$ cat config.mk
export PLATFORM = sky130hd
export DESIGN_NAME = banked_irq_ctrl
export DESIGN_NICKNAME = d
export VERILOG_FILES = /design/src/rtl/banked_irq_pkg.sv /design/src/rtl/irq_mask_bank.sv /design/src/rtl/irq_basic_word.sv /design/src/rtl/fiq_route.sv /design/src/rtl/banked_irq_ctrl.sv
export SDC_FILE = /design/constraint.sdc
export NUM_CORES = 1
export LEC_CHECK = 0
export BUFFER_PORTS_ARGS = -buffer_cell sky130_fd_sc_hd__buf_2
export CAP_MARGIN = 20
export CORE_MARGIN = 5
export CORE_UTILIZATION = 35
export CTS_BUF_LIST = sky130_fd_sc_hd__clkbuf_4 sky130_fd_sc_hd__clkbuf_8
export DETAILED_ROUTE_END_ITERATION = 10
export MAX_ROUTING_LAYER = met4
export PLACE_DENSITY = 0.52
export RECOVER_POWER = 25
export SYNTH_ARGS = -nofsm -noshare
export SYNTH_HDL_FRONTEND = slang
export SYNTH_HIERARCHICAL = 1
export SYNTH_SLANG_ARGS = --single-unit
$ cat constraint.sdc
create_clock -name clk -period 2.48 [get_ports clk]
set_input_delay 0.124 -clock clk [delete_from_list [all_inputs] [get_ports clk]]
set_output_delay 0.124 -clock clk [all_outputs]
set_load 0.01 [all_outputs]
$ cat src/rtl/banked_irq_pkg.sv
`timescale 1ns/1ps
// Shared constants for the banked interrupt aggregator: group sizes,
// register byte offsets and the shortcut line lists. Assumes 32-bit words.
package banked_irq_pkg;
    localparam int DATA_W    = 32;
    localparam int ADDR_W    = 6;
    localparam int BASIC_N   = 8;
    localparam int WIDE_N    = 32;
    localparam int FIQ_IDX_W = 7;
    localparam int FIQ_CTL_W = FIQ_IDX_W + 1;
    localparam int SC1_N     = 5;
    localparam int SC2_N     = 6;
    localparam int ALL_N     = 2 * WIDE_N + BASIC_N;
    localparam int SUM1_BIT  = BASIC_N;
    localparam int SUM2_BIT  = BASIC_N + 1;
    localparam int SC1_LSB   = BASIC_N + 2;
    localparam int SC2_LSB   = SC1_LSB + SC1_N;
    localparam int BASIC_USED = SC2_LSB + SC2_N;

    // Byte offsets; software decodes these, so they are fixed.
    localparam logic [ADDR_W-1:0] OFS_PEND0 = 6'h00;
    localparam logic [ADDR_W-1:0] OFS_PEND1 = 6'h04;
    localparam logic [ADDR_W-1:0] OFS_PEND2 = 6'h08;
    localparam logic [ADDR_W-1:0] OFS_FIQ   = 6'h0C;
    localparam logic [ADDR_W-1:0] OFS_EN1   = 6'h10;
    localparam logic [ADDR_W-1:0] OFS_EN2   = 6'h14;
    localparam logic [ADDR_W-1:0] OFS_EN0   = 6'h18;
    localparam logic [ADDR_W-1:0] OFS_DIS1  = 6'h1C;
    localparam logic [ADDR_W-1:0] OFS_DIS2  = 6'h20;
    localparam logic [ADDR_W-1:0] OFS_DIS0  = 6'h24;

    // Group-1 line mirrored at shortcut position k.
    function automatic int sc1_src(input int k);
        case (k)
            0:       return 7;
            1:       return 9;
            2:       return 10;
            3:       return 18;
            default: return 19;
        endcase
    endfunction

    // Group-2 line mirrored at shortcut position k.
    function automatic int sc2_src(input int k);
        case (k)
            0:       return 21;
            1:       return 22;
            2:       return 23;
            3:       return 24;
            4:       return 25;
            default: return 30;
        endcase
    endfunction

    function automatic logic [WIDE_N-1:0] sc1_mask();
        logic [WIDE_N-1:0] m;
        m = '0;
        for (int k = 0; k < SC1_N; k++) m[sc1_src(k)] = 1'b1;
        return m;
    endfunction

    function automatic logic [WIDE_N-1:0] sc2_mask();
        logic [WIDE_N-1:0] m;
        m = '0;
        for (int k = 0; k < SC2_N; k++) m[sc2_src(k)] = 1'b1;
        return m;
    endfunction

    localparam logic [WIDE_N-1:0] SC1_MASK = sc1_mask();
    localparam logic [WIDE_N-1:0] SC2_MASK = sc2_mask();
endpackage

$ cat src/rtl/irq_mask_bank.sv
`timescale 1ns/1ps
// One interrupt group: a mask register updated by set and clear strobes,
// and the masked pending vector. Assumes set and clear never coincide
// (they decode different addresses); set wins if they do.
module irq_mask_bank #(
    parameter int W = 32
) (
    input  logic         clk,
    input  logic         rst_n,
    input  logic         set_we,
    input  logic         clr_we,
    input  logic [W-1:0] wdata,
    input  logic [W-1:0] src,
    output logic [W-1:0] en_q,
    output logic [W-1:0] pend
);
    // Mask register: write-one-to-set and write-one-to-clear.
    always_ff @(posedge clk) begin
        if (!rst_n)      en_q <= '0;
        else if (set_we) en_q <= en_q | wdata;
        else if (clr_we) en_q <= en_q & ~wdata;
    end

    // Level pending: no storage, follows the lines directly.
    always_comb pend = src & en_q;
endmodule

$ cat src/rtl/irq_basic_word.sv
`timescale 1ns/1ps
// Builds the basic pending word: basic lines, one summary bit per wide
// group (non-shortcut lines only) and shortcut copies of selected lines.
// Assumes inputs are already masked.
module irq_basic_word
    import banked_irq_pkg::*;
(
    input  logic [BASIC_N-1:0] pend0,
    input  logic [WIDE_N-1:0]  pend1,
    input  logic [WIDE_N-1:0]  pend2,
    output logic [DATA_W-1:0]  word
);
    logic [SC1_N-1:0] sc1_bits;
    logic [SC2_N-1:0] sc2_bits;
    logic             sum1, sum2;

    for (genvar k = 0; k < SC1_N; k++) begin : g_sc1
        assign sc1_bits[k] = pend1[sc1_src(k)];
    end
    for (genvar k = 0; k < SC2_N; k++) begin : g_sc2
        assign sc2_bits[k] = pend2[sc2_src(k)];
    end

    // Summary bits: lines with a shortcut are left out.
    always_comb begin
        sum1 = |(pend1 & ~SC1_MASK);
        sum2 = |(pend2 & ~SC2_MASK);
    end

    // Pack the word; bits above the shortcut fields are zero.
    always_comb begin
        word = '0;
        word[BASIC_N-1:0]           = pend0;
        word[SUM1_BIT]              = sum1;
        word[SUM2_BIT]              = sum2;
        word[SC2_LSB-1:SC1_LSB]     = sc1_bits;
        word[BASIC_USED-1:SC2_LSB]  = sc2_bits;
    end
endmodule

$ cat src/rtl/fiq_route.sv
`timescale 1ns/1ps
// Fast-interrupt routing: holds a line index and enable, and selects the
// raw line (mask ignored). Line order is group 1, group 2, then basic.
module fiq_route
    import banked_irq_pkg::*;
(
    input  logic                 clk,
    input  logic                 rst_n,
    input  logic                 we,
    input  logic [FIQ_CTL_W-1:0] wdata,
    input  logic [ALL_N-1:0]     src_all,
    output logic [FIQ_CTL_W-1:0] ctrl_q,
    output logic                 fiq
);
    logic sel_line;

    // Control register: index in the low bits, enable on top.
    always_ff @(posedge clk) begin
        if (!rst_n)  ctrl_q <= '0;
        else if (we) ctrl_q <= wdata;
    end

    // Pick the indexed line; indices past the last line pick nothing.
    always_comb begin
        sel_line = 1'b0;
        for (int i = 0; i < ALL_N; i++)
            if (ctrl_q[FIQ_IDX_W-1:0] == FIQ_IDX_W'(i)) sel_line = src_all[i];
    end

    // Gate by the enable bit.
    always_comb fiq = ctrl_q[FIQ_CTL_W-1] & sel_line;
endmodule

$ cat src/rtl/banked_irq_ctrl.sv
`timescale 1ns/1ps
// Top of the banked interrupt aggregator: address decode, three mask
// groups, basic word builder, FIQ router and read mux. Assumes level
// lines already synchronous to clk and a single-cycle write strobe.
module banked_irq_ctrl
    import banked_irq_pkg::*;
(
    input  logic                clk,
    input  logic                rst_n,
    input  logic [BASIC_N-1:0]  src_basic,
    input  logic [WIDE_N-1:0]   src_wide1,
    input  logic [WIDE_N-1:0]   src_wide2,
    input  logic [ADDR_W-1:0]   bus_addr,
    input  logic                bus_wr,
    input  logic [DATA_W-1:0]   bus_wdata,
    output logic [DATA_W-1:0]   bus_rdata,
    output logic                irq_out,
    output logic                fiq_out
);
    logic [BASIC_N-1:0]   en0_q, pend0;
    logic [WIDE_N-1:0]    en1_q, pend1, en2_q, pend2;
    logic [DATA_W-1:0]    basic_word;
    logic [FIQ_CTL_W-1:0] fiq_ctrl_q;
    logic                 we_en0, we_en1, we_en2, we_dis0, we_dis1, we_dis2, we_fiq;

    // Write decode on the full byte address.
    always_comb begin
        we_en0  = bus_wr && (bus_addr == OFS_EN0);
        we_en1  = bus_wr && (bus_addr == OFS_EN1);
        we_en2  = bus_wr && (bus_addr == OFS_EN2);
        we_dis0 = bus_wr && (bus_addr == OFS_DIS0);
        we_dis1 = bus_wr && (bus_addr == OFS_DIS1);
        we_dis2 = bus_wr && (bus_addr == OFS_DIS2);
        we_fiq  = bus_wr && (bus_addr == OFS_FIQ);
    end

    irq_mask_bank #(.W(BASIC_N)) u_grp0 (
        .clk(clk), .rst_n(rst_n), .set_we(we_en0), .clr_we(we_dis0),
        .wdata(bus_wdata[BASIC_N-1:0]), .src(src_basic), .en_q(en0_q), .pend(pend0)
    );
    irq_mask_bank #(.W(WIDE_N)) u_grp1 (
        .clk(clk), .rst_n(rst_n), .set_we(we_en1), .clr_we(we_dis1),
        .wdata(bus_wdata[WIDE_N-1:0]), .src(src_wide1), .en_q(en1_q), .pend(pend1)
    );
    irq_mask_bank #(.W(WIDE_N)) u_grp2 (
        .clk(clk), .rst_n(rst_n), .set_we(we_en2), .clr_we(we_dis2),
        .wdata(bus_wdata[WIDE_N-1:0]), .src(src_wide2), .en_q(en2_q), .pend(pend2)
    );

    irq_basic_word u_word (
        .pend0(pend0), .pend1(pend1), .pend2(pend2), .word(basic_word)
    );

    fiq_route u_fiq (
        .clk(clk), .rst_n(rst_n), .we(we_fiq), .wdata(bus_wdata[FIQ_CTL_W-1:0]),
        .src_all({src_basic, src_wide2, src_wide1}),
        .ctrl_q(fiq_ctrl_q), .fiq(fiq_out)
    );

    // IRQ: anything showing in the basic word.
    always_comb irq_out = |basic_word;

    // Read mux; unmapped offsets read zero.
    always_comb begin
        bus_rdata = '0;
        case (bus_addr)
            OFS_PEND0:          bus_rdata = basic_word;
            OFS_PEND1:          bus_rdata = pend1;
            OFS_PEND2:          bus_rdata = pend2;
            OFS_FIQ:            bus_rdata = DATA_W'(fiq_ctrl_q);
            OFS_EN1, OFS_DIS1:  bus_rdata = en1_q;
            OFS_EN2, OFS_DIS2:  bus_rdata = en2_q;
            OFS_EN0, OFS_DIS0:  bus_rdata = DATA_W'(en0_q);
            default:            bus_rdata = '0;
        endcase
    end
endmodule

# After elaboration in Yosys (flattened, before gate mapping)
# Cells that the tools add are included.
dict set report word_totals {
  out_inout_bits 34
  reg_bits 80
  in_bits 113
  word_cells 193
}
dict set report classes {
  n_mux 79
  eq_ne 80
  bitwise 12
  reduce_logical 18
}
# op n
set op_table {}
lappend op_table {{7-bit by 6-bit == test with 1-bit output (second input constant)} 32}
lappend op_table {{32-bit case mux with 7 select lines} 1}
lappend op_table {{32-bit AND} 4}
lappend op_table {{32-bit two-way mux} 4}
lappend op_table {{7-bit by 5-bit == test with 1-bit output (second input constant)} 16}
lappend op_table {{1-bit two-way mux} 72}
lappend op_table {{72-bit OR reduction} 1}
lappend op_table {{32-bit OR} 2}
lappend op_table {{7-bit by 4-bit == test with 1-bit output (second input constant)} 8}
lappend op_table {{7-bit == test (second input constant)} 8}
lappend op_table {{32-bit NOT} 1}
lappend op_table {{7-bit by 3-bit == test with 1-bit output (second input constant)} 4}
lappend op_table {{27-bit OR reduction} 1}
lappend op_table {{26-bit OR reduction} 1}
lappend op_table {{6-bit by 5-bit == test with 1-bit output (second input constant)} 4}
lappend op_table {{8-bit AND} 2}
lappend op_table {{8-bit two-way mux} 2}
lappend op_table {{7-bit by 2-bit == test with 1-bit output (second input constant)} 2}
lappend op_table {{6-bit by 4-bit == test with 1-bit output (second input constant)} 2}
lappend op_table {{6-bit == test (second input constant)} 2}
lappend op_table {{8-bit NOT} 1}
lappend op_table {{8-bit OR} 1}
lappend op_table {{7-bit by 1-bit == test with 1-bit output (second input constant)} 1}
lappend op_table {{1-bit logical AND} 7}
lappend op_table {{6 further kinds} 10}

# Longest topological paths before layout
# Gate-level depths: netlist of the first run.
dict set report depth {
  depth_word 74
  ltp_mapped 10
  ltp_nobuf 7
}

# Hierarchy
# The synthesis of the first run kept the hierarchy.
# mod seq_area_each_um2 cells_per_inst area_each_um2 n_inst
set modules_own_cells {}
lappend modules_own_cells {{irq_mask_bank (u_grp1 ...)} 640.6 173 1546.5 2}
lappend modules_own_cells {fiq_route 160.2 204 1591.5 1}
lappend modules_own_cells {banked_irq_ctrl 0.0 201 1377.6 1}
lappend modules_own_cells {{irq_mask_bank (u_grp0)} 160.2 42 384.1 1}
lappend modules_own_cells {irq_basic_word 0.0 51 362.8 1}

# Least setup slack after synthesis of the first run
# No wires, ideal clock.
dict set report synth_path {
  path_kind {register to output}
  start {register (tool-made name)}
  end {output port irq_out}
  n_path_buf 1
  arrival_time_ns 1.951
  t_required_ns 2.356
  slack_ns 0.405
  stages_incl_launch_ff 9
  path_cell_list {dfxtp_1 > and2_1 > or4_1 > nor3_2 > nand4_1 > buf_4 > nor4_1 > nand4_1 > or2_2}
}
# item line_no
set synth_lines {}
lappend synth_lines {{to (decl)} banked_irq_ctrl.sv:17} ;# output logic irq_out,

==> results of run 1 <==
final cells by class:
type	instances	area, um2
well taps	265	332
clock buffers	10	131
inverters	37	139
fillers	2012	11200
repair buffers	198	1240
flip-flops and latches	80	1610
multi-input cells	640	4550
clock inverters	6	108
layer usage:
metal	GRT usage	wire length [um]	share of wire	up-vias
met4	0.0815	737	0.026	0
met2	0.385	12700	0.45	327
li1	-	-	-	3361
met3	0.0451	2010	0.072	44
met1	0.339	12500	0.45	3487
met5	-	0	0	-
worst min-delay path: stages:
cell     delay (ns)
buf_2          0.12
nand2_1        0.05
a31o_1         0.13
power by group through the flow:
stage / clock [mW] / combinational [mW] / sequential, mW
2_1_floorplan: 0 / 0.161 / 1.32
3_3_place_gp: 0 / 0.337 / 1.32
3_5_place_dp: 0 / 0.337 / 1.32
4_1_cts: 1.26 / 0.345 / 1.29
5_1_grt: 1.31 / 0.379 / 1.29
6_report: 1.23 / 0.354 / 1.29
placed cells by master, fill, tap and decap left out, types with 8 or more instances in the layout:
master	count
o211ai_1	29
dfxtp_1	73
conb_1	11
a22oi_1	50
buf_4	43
and2_1	72
clkbuf_8	9
inv_1	35
nand2_1	89
a31o_1	66
a21oi_1	11
nor4_1	14
a31o_2	8
a22o_1	8
buf_2	143
nor2_1	16
and3_1	67
mux2i_1	27
nor2b_1	13
kinds of logic after synthesis:
logic type / share of synthesized area
other: 0.000551
and+or+nand+nor: 0.300
DFF: 0.235
buffers and inverters: 0.125
AOI/OAI and AO/OA: 0.283
muxes: 0.0544
xor gates and xnor gates: 0.00129
per-stage QoR:
step           power (mW)  utilization  cells  hold slack [ns]  cell area, um2
2_1_floorplan        1.48            -    854            0.252            6850
6_report             2.88        0.420   1236           0.0577            8120
3_3_place_gp         1.66        0.395   1215            0.449            7630
5_1_grt              2.98        0.420   1236           0.0513            8120
4_1_cts              2.89        0.417   1236           0.0336            8060
3_5_place_dp         1.66        0.395   1215            0.452            7630
synth_stat cells (3+ instances only):
cell type   n  area (um2)
a31o_1     66         578
a22o_1      8        70.1
o2bb2ai_1   7        61.3
a21oi_1    13        65.1
buf_2      21         105
a31o_2      8        70.1
nand2b_1    8        50.1
and3_1     68         425
o21ai_0     9        45.0
nor3b_1     3        22.5
a22oi_1    53         398
a211oi_1    5        37.5
inv_1      35         131
nor2_1     17        63.8
a31oi_1     4        25.0
nor3_1     10        50.1
mux2i_1    28         280
dfxtp_1    80        1600
nor2b_1    15        93.8
nand4b_1    4        35.0
and3_2      6        45.0
o211ai_1   29         218
nand3_1     7        35.0
buf_4      35         263
buf_6      24         270
clkbuf_1   14        52.6
and2_1     75         469
nand4_1     7        43.8
and3b_1     3        26.3
nor4_1     20         125
nand2_1    89         334
nor3b_2     4        50.1
a2111o_1    7        78.8
what timing repair did:
item / in CTS / in global routing
cloned: 2 / 0
setup buffers: 3 / 0
endpoints found under the setup margin: 3 / 4
endpoints found under the hold margin: 0 / 0
pin swaps: 15 / 3
gates resized for setup: 28 / 17
worst max-delay path by stage:
| stage | from | slack (ns) | depth (start not counted) | end |
|---|---|---|---|---|
| 2_1_floorplan | flop | 0.41 | 8 | irq_out |
| 3_3_place_gp | flop | -0.28 | 9 | irq_out |
| 3_5_place_dp | flop | -0.26 | 9 | irq_out |
| 4_1_cts | flop | -0.23 | 9 | irq_out |
| 5_1_grt | flop | -0.33 | 9 | irq_out |
| 6_report | flop | -0.29 | 9 | irq_out |
==> results_dict.tcl, run 1 <==
set metrics [dict create \
    power_frac_clock 0.428 \
    rr_worst_depth 3 \
    wl_per_cell_um 22.7 \
    viasPerCell 5.84 \
    status "finished, violations left" \
    crit_path_max_fanout 3 \
    crit_path_frequent_cell "nand4_1" \
    sw_frac_of_total 0.272 \
    worstReg2RegEnd "u_fiq/ctrl_q[3]" \
    syn_avg_cell_area_um2 8.07 \
    crit_slowest_cell "dfxtp_1" \
    cts_hold_buf 0 \
    setup_viol_count_final 3 \
    maxCapViolCount 0 \
    cp.required_ns 2.36 \
    drtIter0Drc 729 \
    via_count 7219 \
    diodes 0 \
    rows 51 \
    clk_pin_slew_ns 0.09 \
    power_density_mw_per_mm2 354 \
    synth_edf_count 0 \
    initial_utilization 0.352 \
    worstSetupEndpointType "output pin" \
    final_nets 1079 \
    gp_congestion 0.983 \
    drv_slew 0 \
    cpPeakStageDelay_ns 0.35 \
    whs_path_depth 3 \
    synth_cell_types 79 \
    syn_to_final_growth_pct 19.2 \
    seq_area_frac_synth 0.235 \
    rsz0062_at_grt "true" \
    drcViolationCount 0 \
    htree_levels 3 \
    p_int_mw 2.10 \
    io_buffers 146 \
    fp.dieArea_mm2 0.0223 \
    grt_max_degree 64 \
    max_freq_mhz 361 \
    antenna_found_initial 0 \
    ant_nets 0 \
    ir_drop_mv 0.212 \
    yosys_warnings 6 \
    die_h_um 149 \
    slew_headroom 0.398 \
    final.setup.tns_ns -0.395 \
    r2r_slack_ns 1.52 \
    ys_seq_elements 80 \
    gr-total-overflow 0 \
    fin_skew_ns 0 \
    syn_area_mm2 0.00681 \
    numCtsBuffers 9 \
    combPwrFrac 0.123 \
    ys.flop_type "dfxtp_1" \
    tritoncts "yes" \
    postSynth.asyncResetShare 0 \
    fin_ws_ns -0.287 \
    core_area_mm2 0.0193 \
    die_w_um 149 \
    r2r_start "u_fiq/ctrl_q[3]" \
    p_leak_nw 3.37 \
    routed_wirelength_um 28000 \
    switching_power_uw 781 \
    min_period_over_period 1.12 \
    hold_class "input port to flop" \
    seqPwrFrac 0.449 \
    synth_cells 844 \
    clk_path_buf_depth 2 \
    ios 147 \
    grt_pass1_wl_um 41700 \
    hold_viol 0 \
    numClockSinks 80 \
    worstPathCellList "and2_1 > nor4_1 > buf_4 > and4_4 > nand4_1 > nor4_2 > nand4_1 > or2_4 > buf_6" \
    min-delay-start "bus_wdata[29]" \
    dp_slack_ns -0.262 \
    setup.worst_path.start_class "flop" \
    arrival_ns 2.64 \
    cp_num_buf_inv 2 \
    violations "setup timing" \
    worst_slew_pin_slew_ns 0.903 \
    firstDrtPassIters 5 \
    period_minus_slack_ns 2.77 \
    grt_usage 0.252 \
    drive_gt1_frac 0.298 \
    grt_pass1_vias 6985 \
    cts_root_buf "clkbuf_8" \
    worstSkewPairLatency_ns 0.39 \
    crit_type "flop to output pin" \
    dp_hpwl_um 21000 \
    cp_top_family "simple AND/OR/NAND/NOR gates" \
]
(Power assumes the default switching activity.)
==> inputs of run 2 (changes only) <==
SETUP_SLACK_MARGIN = 0.02   (was default)
==> results_dict.tcl, run 2 (synthesis results as in run 1) <==
set metrics [dict create \
    crit_path_frequent_cell "nand4_1" \
    worstSkewPairLatency_ns 0.38 \
    fin_cells 1238 \
    viasPerCell 5.84 \
    critPathCapture "irq_out" \
    crit_type "flop to output pin" \
    multi_input_area_mm2 0.00455 \
    antenna_found_initial 0 \
    tritoncts "yes" \
    drcViolationCount 0 \
    finish.instance_area_mm2 0.00814 \
    cp.required_ns 2.36 \
    final_common_cell "buf_2" \
    rows 51 \
    fin_ws_ns -0.246 \
    syn_to_final_growth_pct 19.5 \
    firstDrtPassIters 5 \
    diodes 0 \
    crit_slowest_cell "dfxtp_1" \
    grt_max_degree 64 \
    routed_wirelength_um 28000 \
    initial_utilization 0.352 \
    final_nets 1081 \
    post-route-util 0.421 \
    crit_path_max_fanout 3 \
    power_density_mw_per_mm2 353 \
    cp_num_buf_inv 2 \
    hold_viol 0 \
    min_period_over_period 1.10 \
    dp_hpwl_um 21000 \
    cp_num_cells 9 \
    r2r_start "u_fiq/ctrl_q[5]" \
    clk_path_buf_depth 2 \
    worstPathCellList "and2_1 > nor4_1 > buf_4 > and4_4 > nand4_1 > nor4_2 > nand4_1 > or2_4 > buf_6" \
    cp_top_family "simple AND/OR/NAND/NOR gates" \
    switching_power_uw 775 \
    gp_congestion 0.983 \
    max_freq_mhz 367 \
    ant_nets 0 \
    rsz0062_at_grt "true" \
    slew_headroom 0.395 \
    drv_slew 0 \
    ff_latch_area_mm2 0.00162 \
    worst_slew_pin_slew_ns 0.907 \
    cpPeakStageDelay_ns 0.37 \
    place_area_mm2 0.00763 \
    grt_pass1_vias 7002 \
    hold_slack_ns 0.0585 \
    die_w_um 149 \
    grt_usage 0.252 \
    power_frac_clock 0.427 \
    setup_viol_count_final 3 \
    fin_skew_ns 0 \
    ir_drop_mv 0.211 \
    fp.dieArea_mm2 0.0223 \
    hold_class "input port to flop" \
    status "finished, violations left" \
    via_count 7227 \
    r2r_slack_ns 1.51 \
    seqPwrFrac 0.450 \
    die_h_um 149 \
    core_area_mm2 0.0193 \
    numCtsBuffers 9 \
    violations "setup timing" \
    grt_pass1_wl_um 41700 \
    period_minus_slack_ns 2.73 \
    cts_root_buf "clkbuf_8" \
    drtIter0Drc 755 \
    drive_gt1_frac 0.299 \
    ios 147 \
    layout_common_cells "buf_2 (143), nand2_1 (89), dfxtp_1 (73)" \
    cts_hold_buf 0 \
    gr-total-overflow 0 \
    maxCapViolCount 0 \
    numClockSinks 80 \
    setup.worst_path.start_class "flop" \
    htree_levels 3 \
    p_int_mw 2.09 \
    io_buffers 146 \
    combPwrFrac 0.123 \
    p_leak_nw 3.38 \
    clk_pin_slew_ns 0.09 \
    arrival_ns 2.60 \
    worstSetupEndpointType "output pin" \
    sw_frac_of_total 0.270 \
    fill_cells 2006 \
    wl_per_cell_um 22.6 \
    worstReg2RegEnd "u_fiq/ctrl_q[5]" \
    place_inst 1215 \
    rr_worst_depth 3 \
]
-- run 2: changes by cell type in the layout (fill, tap and decap cells not counted), sizes merged --
cell  change
buf       +2
-- run 2: per-layer routing --
metal | wire (um) | share of wire | GRT usage
met1 | 12400 | 0.44 | 0.338
met2 | 12700 | 0.45 | 0.384
met3 | 2200 | 0.078 | 0.0454
met4 | 767 | 0.027 | 0.0842
met5 | 0 | 0 | -
-- run 2: layout make-up --
class | count | area share
Tap cell | 265 | 0.0407
Sequential cell | 80 | 0.198
Timing Repair Buffer | 200 | 0.155
Inverter | 37 | 0.0171
Multi-Input combinational cell | 640 | 0.559
Clock buffer | 10 | 0.0161
Clock inverter | 6 | 0.0132
-- run 2: how the worst min path moves through the flow --
stage	start	end	cells past startpoint
finish	bus_wdata[17]	flop	3
global route	bus_wdata[19]	flop	3
CTS	bus_wdata[29]	flop	3
detailed placement	bus_wdata[29]	flop	3
global placement	bus_wdata[17]	flop	3
floorplan	rst_n	u_fiq/ctrl_q[0]	1
-- run 2: through the flow --
step	TNS, ns	total power [mW]	worst slack, ns
final	-0.347	2.87	-0.246
after global routing	-0.660	2.98	-0.343
after CTS	-0.343	2.89	-0.234
after detailed placement	-0.262	1.66	-0.262
after global placement	-0.284	1.66	-0.284
after floorplan	0	1.48	0.405
-- run 2: power groups by stage --
stage | Combinational, mW | Clock [mW] | Sequential [mW]
2_1_floorplan | 0.161 | 0 | 1.32
3_3_place_gp | 0.337 | 0 | 1.32
3_5_place_dp | 0.337 | 0 | 1.32
4_1_cts | 0.345 | 1.26 | 1.29
5_1_grt | 0.380 | 1.31 | 1.29
6_report | 0.353 | 1.23 | 1.29
-- run 2: timing repair --
action	CTS	global route
resized for setup	32	15
pin swaps	17	6
endpoints found under the setup margin	4	4
cloned	2	0
buffers inserted	5	0
hold endpoints to repair	0	0
-- run 2: tightest hold or removal path, stage by stage --
cell	delay [ns]
buf_2	0.12
nand2_1	0.05
a31o_1	0.13
==> inputs of run 3 (changes only) <==
CORE_UTILIZATION = 57   (was 35)
PLACE_DENSITY = 0.8   (was 0.52)
==> results_dict.tcl, run 3 (synthesis results as in run 1) <==
set metrics [dict create \
    status "finished, violations left" \
    violations "setup timing" \
    period_minus_slack_ns 2.82 \
    routed_wirelength_um 25200 \
    grt_usage 0.346 \
    crit_slowest_cell "dfxtp_2" \
    hold_class "input port to flop" \
    diodes 0 \
    cpPeakStageDelay_ns 0.35 \
    grt_max_degree 107 \
    min_period_over_period 1.14 \
    worstSkewPairLatency_ns 0.38 \
    syn_to_final_growth_pct 17.0 \
    cp.required_ns 2.36 \
    layout_common_cells "buf_2 (143), nand2_1 (89), and3_1 (67)" \
    ant_nets 0 \
    p_leak_nw 3.36 \
    fin_skew_ns 0 \
    ff_latch_area_mm2 0.00163 \
    power_density_mw_per_mm2 327 \
    final_nets 1077 \
    maxCapViolCount 0 \
    die_w_um 119 \
    gp_congestion 1.08 \
    arrival_ns 2.70 \
    setup.worst_path.start_class "flop" \
    slew_headroom 0.314 \
    dp_slack_ns -0.182 \
    gr-total-overflow 0 \
    io_buffers 146 \
    clk_pin_slew_ns 0.09 \
    max_freq_mhz 354 \
    wl_per_cell_um 22.6 \
    initial_utilization 0.574 \
    drcViolationCount 0 \
    fin_ws_ns -0.341 \
    htree_levels 3 \
    clk_path_buf_depth 2 \
    final_common_cell "buf_2" \
    place_inst 1087 \
    drv_slew 0 \
    numClockSinks 80 \
    core_area_mm2 0.0119 \
    firstDrtPassIters 5 \
    antenna_found_initial 0 \
    multi_input_area_mm2 0.00463 \
    grt_pass1_vias 6801 \
    die_h_um 119 \
    fp.dieArea_mm2 0.0142 \
    setup_viol_count_final 2 \
    numCtsBuffers 9 \
    grtUsageMet1 0.475 \
    worstPathCellList "and2_4 > nor4_4 > and4_4 > nand4_1 > nor4_2 > nand4_1 > or2_4 > buf_6" \
    cts_root_buf "clkbuf_8" \
    dp_hpwl_um 18500 \
    rsz0062_at_grt "true" \
    hold_viol 0 \
    crit_path_frequent_cell "nand4_1" \
    grt_pass1_wl_um 37800 \
    use_met3 0.0532 \
    top_usage_layer "met2" \
    crit_type "flop to output pin" \
    worstSetupEndpointType "output pin" \
    drive_gt1_frac 0.317 \
    rr_worst_depth 4 \
    crit_path_max_fanout 3 \
    met2_usage 0.524 \
    fill_cells 1017 \
    drtIter0Drc 913 \
    tritoncts "yes" \
    rows 40 \
    ios 147 \
    fin_cells 1116 \
    viasPerCell 6.62 \
    via_count 7392 \
    ir_drop_mv 0.261 \
    whs_path_depth 3 \
    worst_slew_pin_slew_ns 1.03 \
]
run 3: cell types whose count changed in the layout (fill, tap and decap cells not counted), sizes merged:
cell / delta
clkinv: -1
bufinv: -3
buf: -3
clkinvlp: +2
bufbuf: -1
clkbuf: +2
run 3: repair_timing:
| action | in CTS | in global routing |
|---|---|---|
| setup endpoints to repair | 4 | 4 |
| buffers inserted | 8 | 4 |
| gates resized for setup | 39 | 39 |
| gates cloned | 1 | 0 |
| hold endpoints to repair | 0 | 0 |
| hold buffers | 0 | 0 |
| pin swaps | 11 | 11 |
run 3: final timing paths:
check                                      from               to  slack [ns]
worst max-delay path                       flop          irq_out       -0.34
worst min-delay path              bus_wdata[18]             flop        0.06
worst max register to register  u_fiq/ctrl_q[2]  u_fiq/ctrl_q[2]        1.51
worst min register to register             flop             flop        0.49
run 3: per-layer routing:
metal / wire length [um] / part of all wire
met1: 10700 / 0.42
met5: 0 / 0
met2: 11400 / 0.45
met4: 578 / 0.023
met3: 2640 / 0.10
run 3: area by class of cell:
type,count,area share
clock buffers,12,0.0207
multi-input cells,640,0.581
repair buffers,196,0.149
clock inverters,4,0.00346
inverters,37,0.0177
flip-flops and latches,80,0.205
well taps,147,0.0231
run 3: critical path: cells and delay by family, from the launching register on:
| family | cells | cell delay [ns] |
|---|---|---|
| and+or+nand+nor | 7 | 1.85 |
| DFF | 1 | 0.35 |
| buffers and inverters | 1 | 0.12 |
run 3: power breakdown:
group	switching [mW]	internal, mW	total (mW)	leakage [nW]
combinational	0.213	0.128	0.341	2.61
sequential	0.00541	1.28	1.29	0.653
clock	0.533	0.444	0.977	0.0906
total	0.751	1.86	2.61	3.36
run 3: per-stage QoR:
step,hold slack [ns],area [um2],setup TNS [ns],utilization,total power [mW]
after global placement,0.445,7380,-0.0604,0.622,1.64
after floorplan,0.252,6850,0,-,1.48
final,0.0560,7970,-0.371,0.672,2.61
after global routing,0.0633,7970,-0.388,0.672,2.68
after detailed placement,0.452,7380,-0.182,0.622,1.64
after CTS,0.0454,7790,-0.173,0.657,2.59
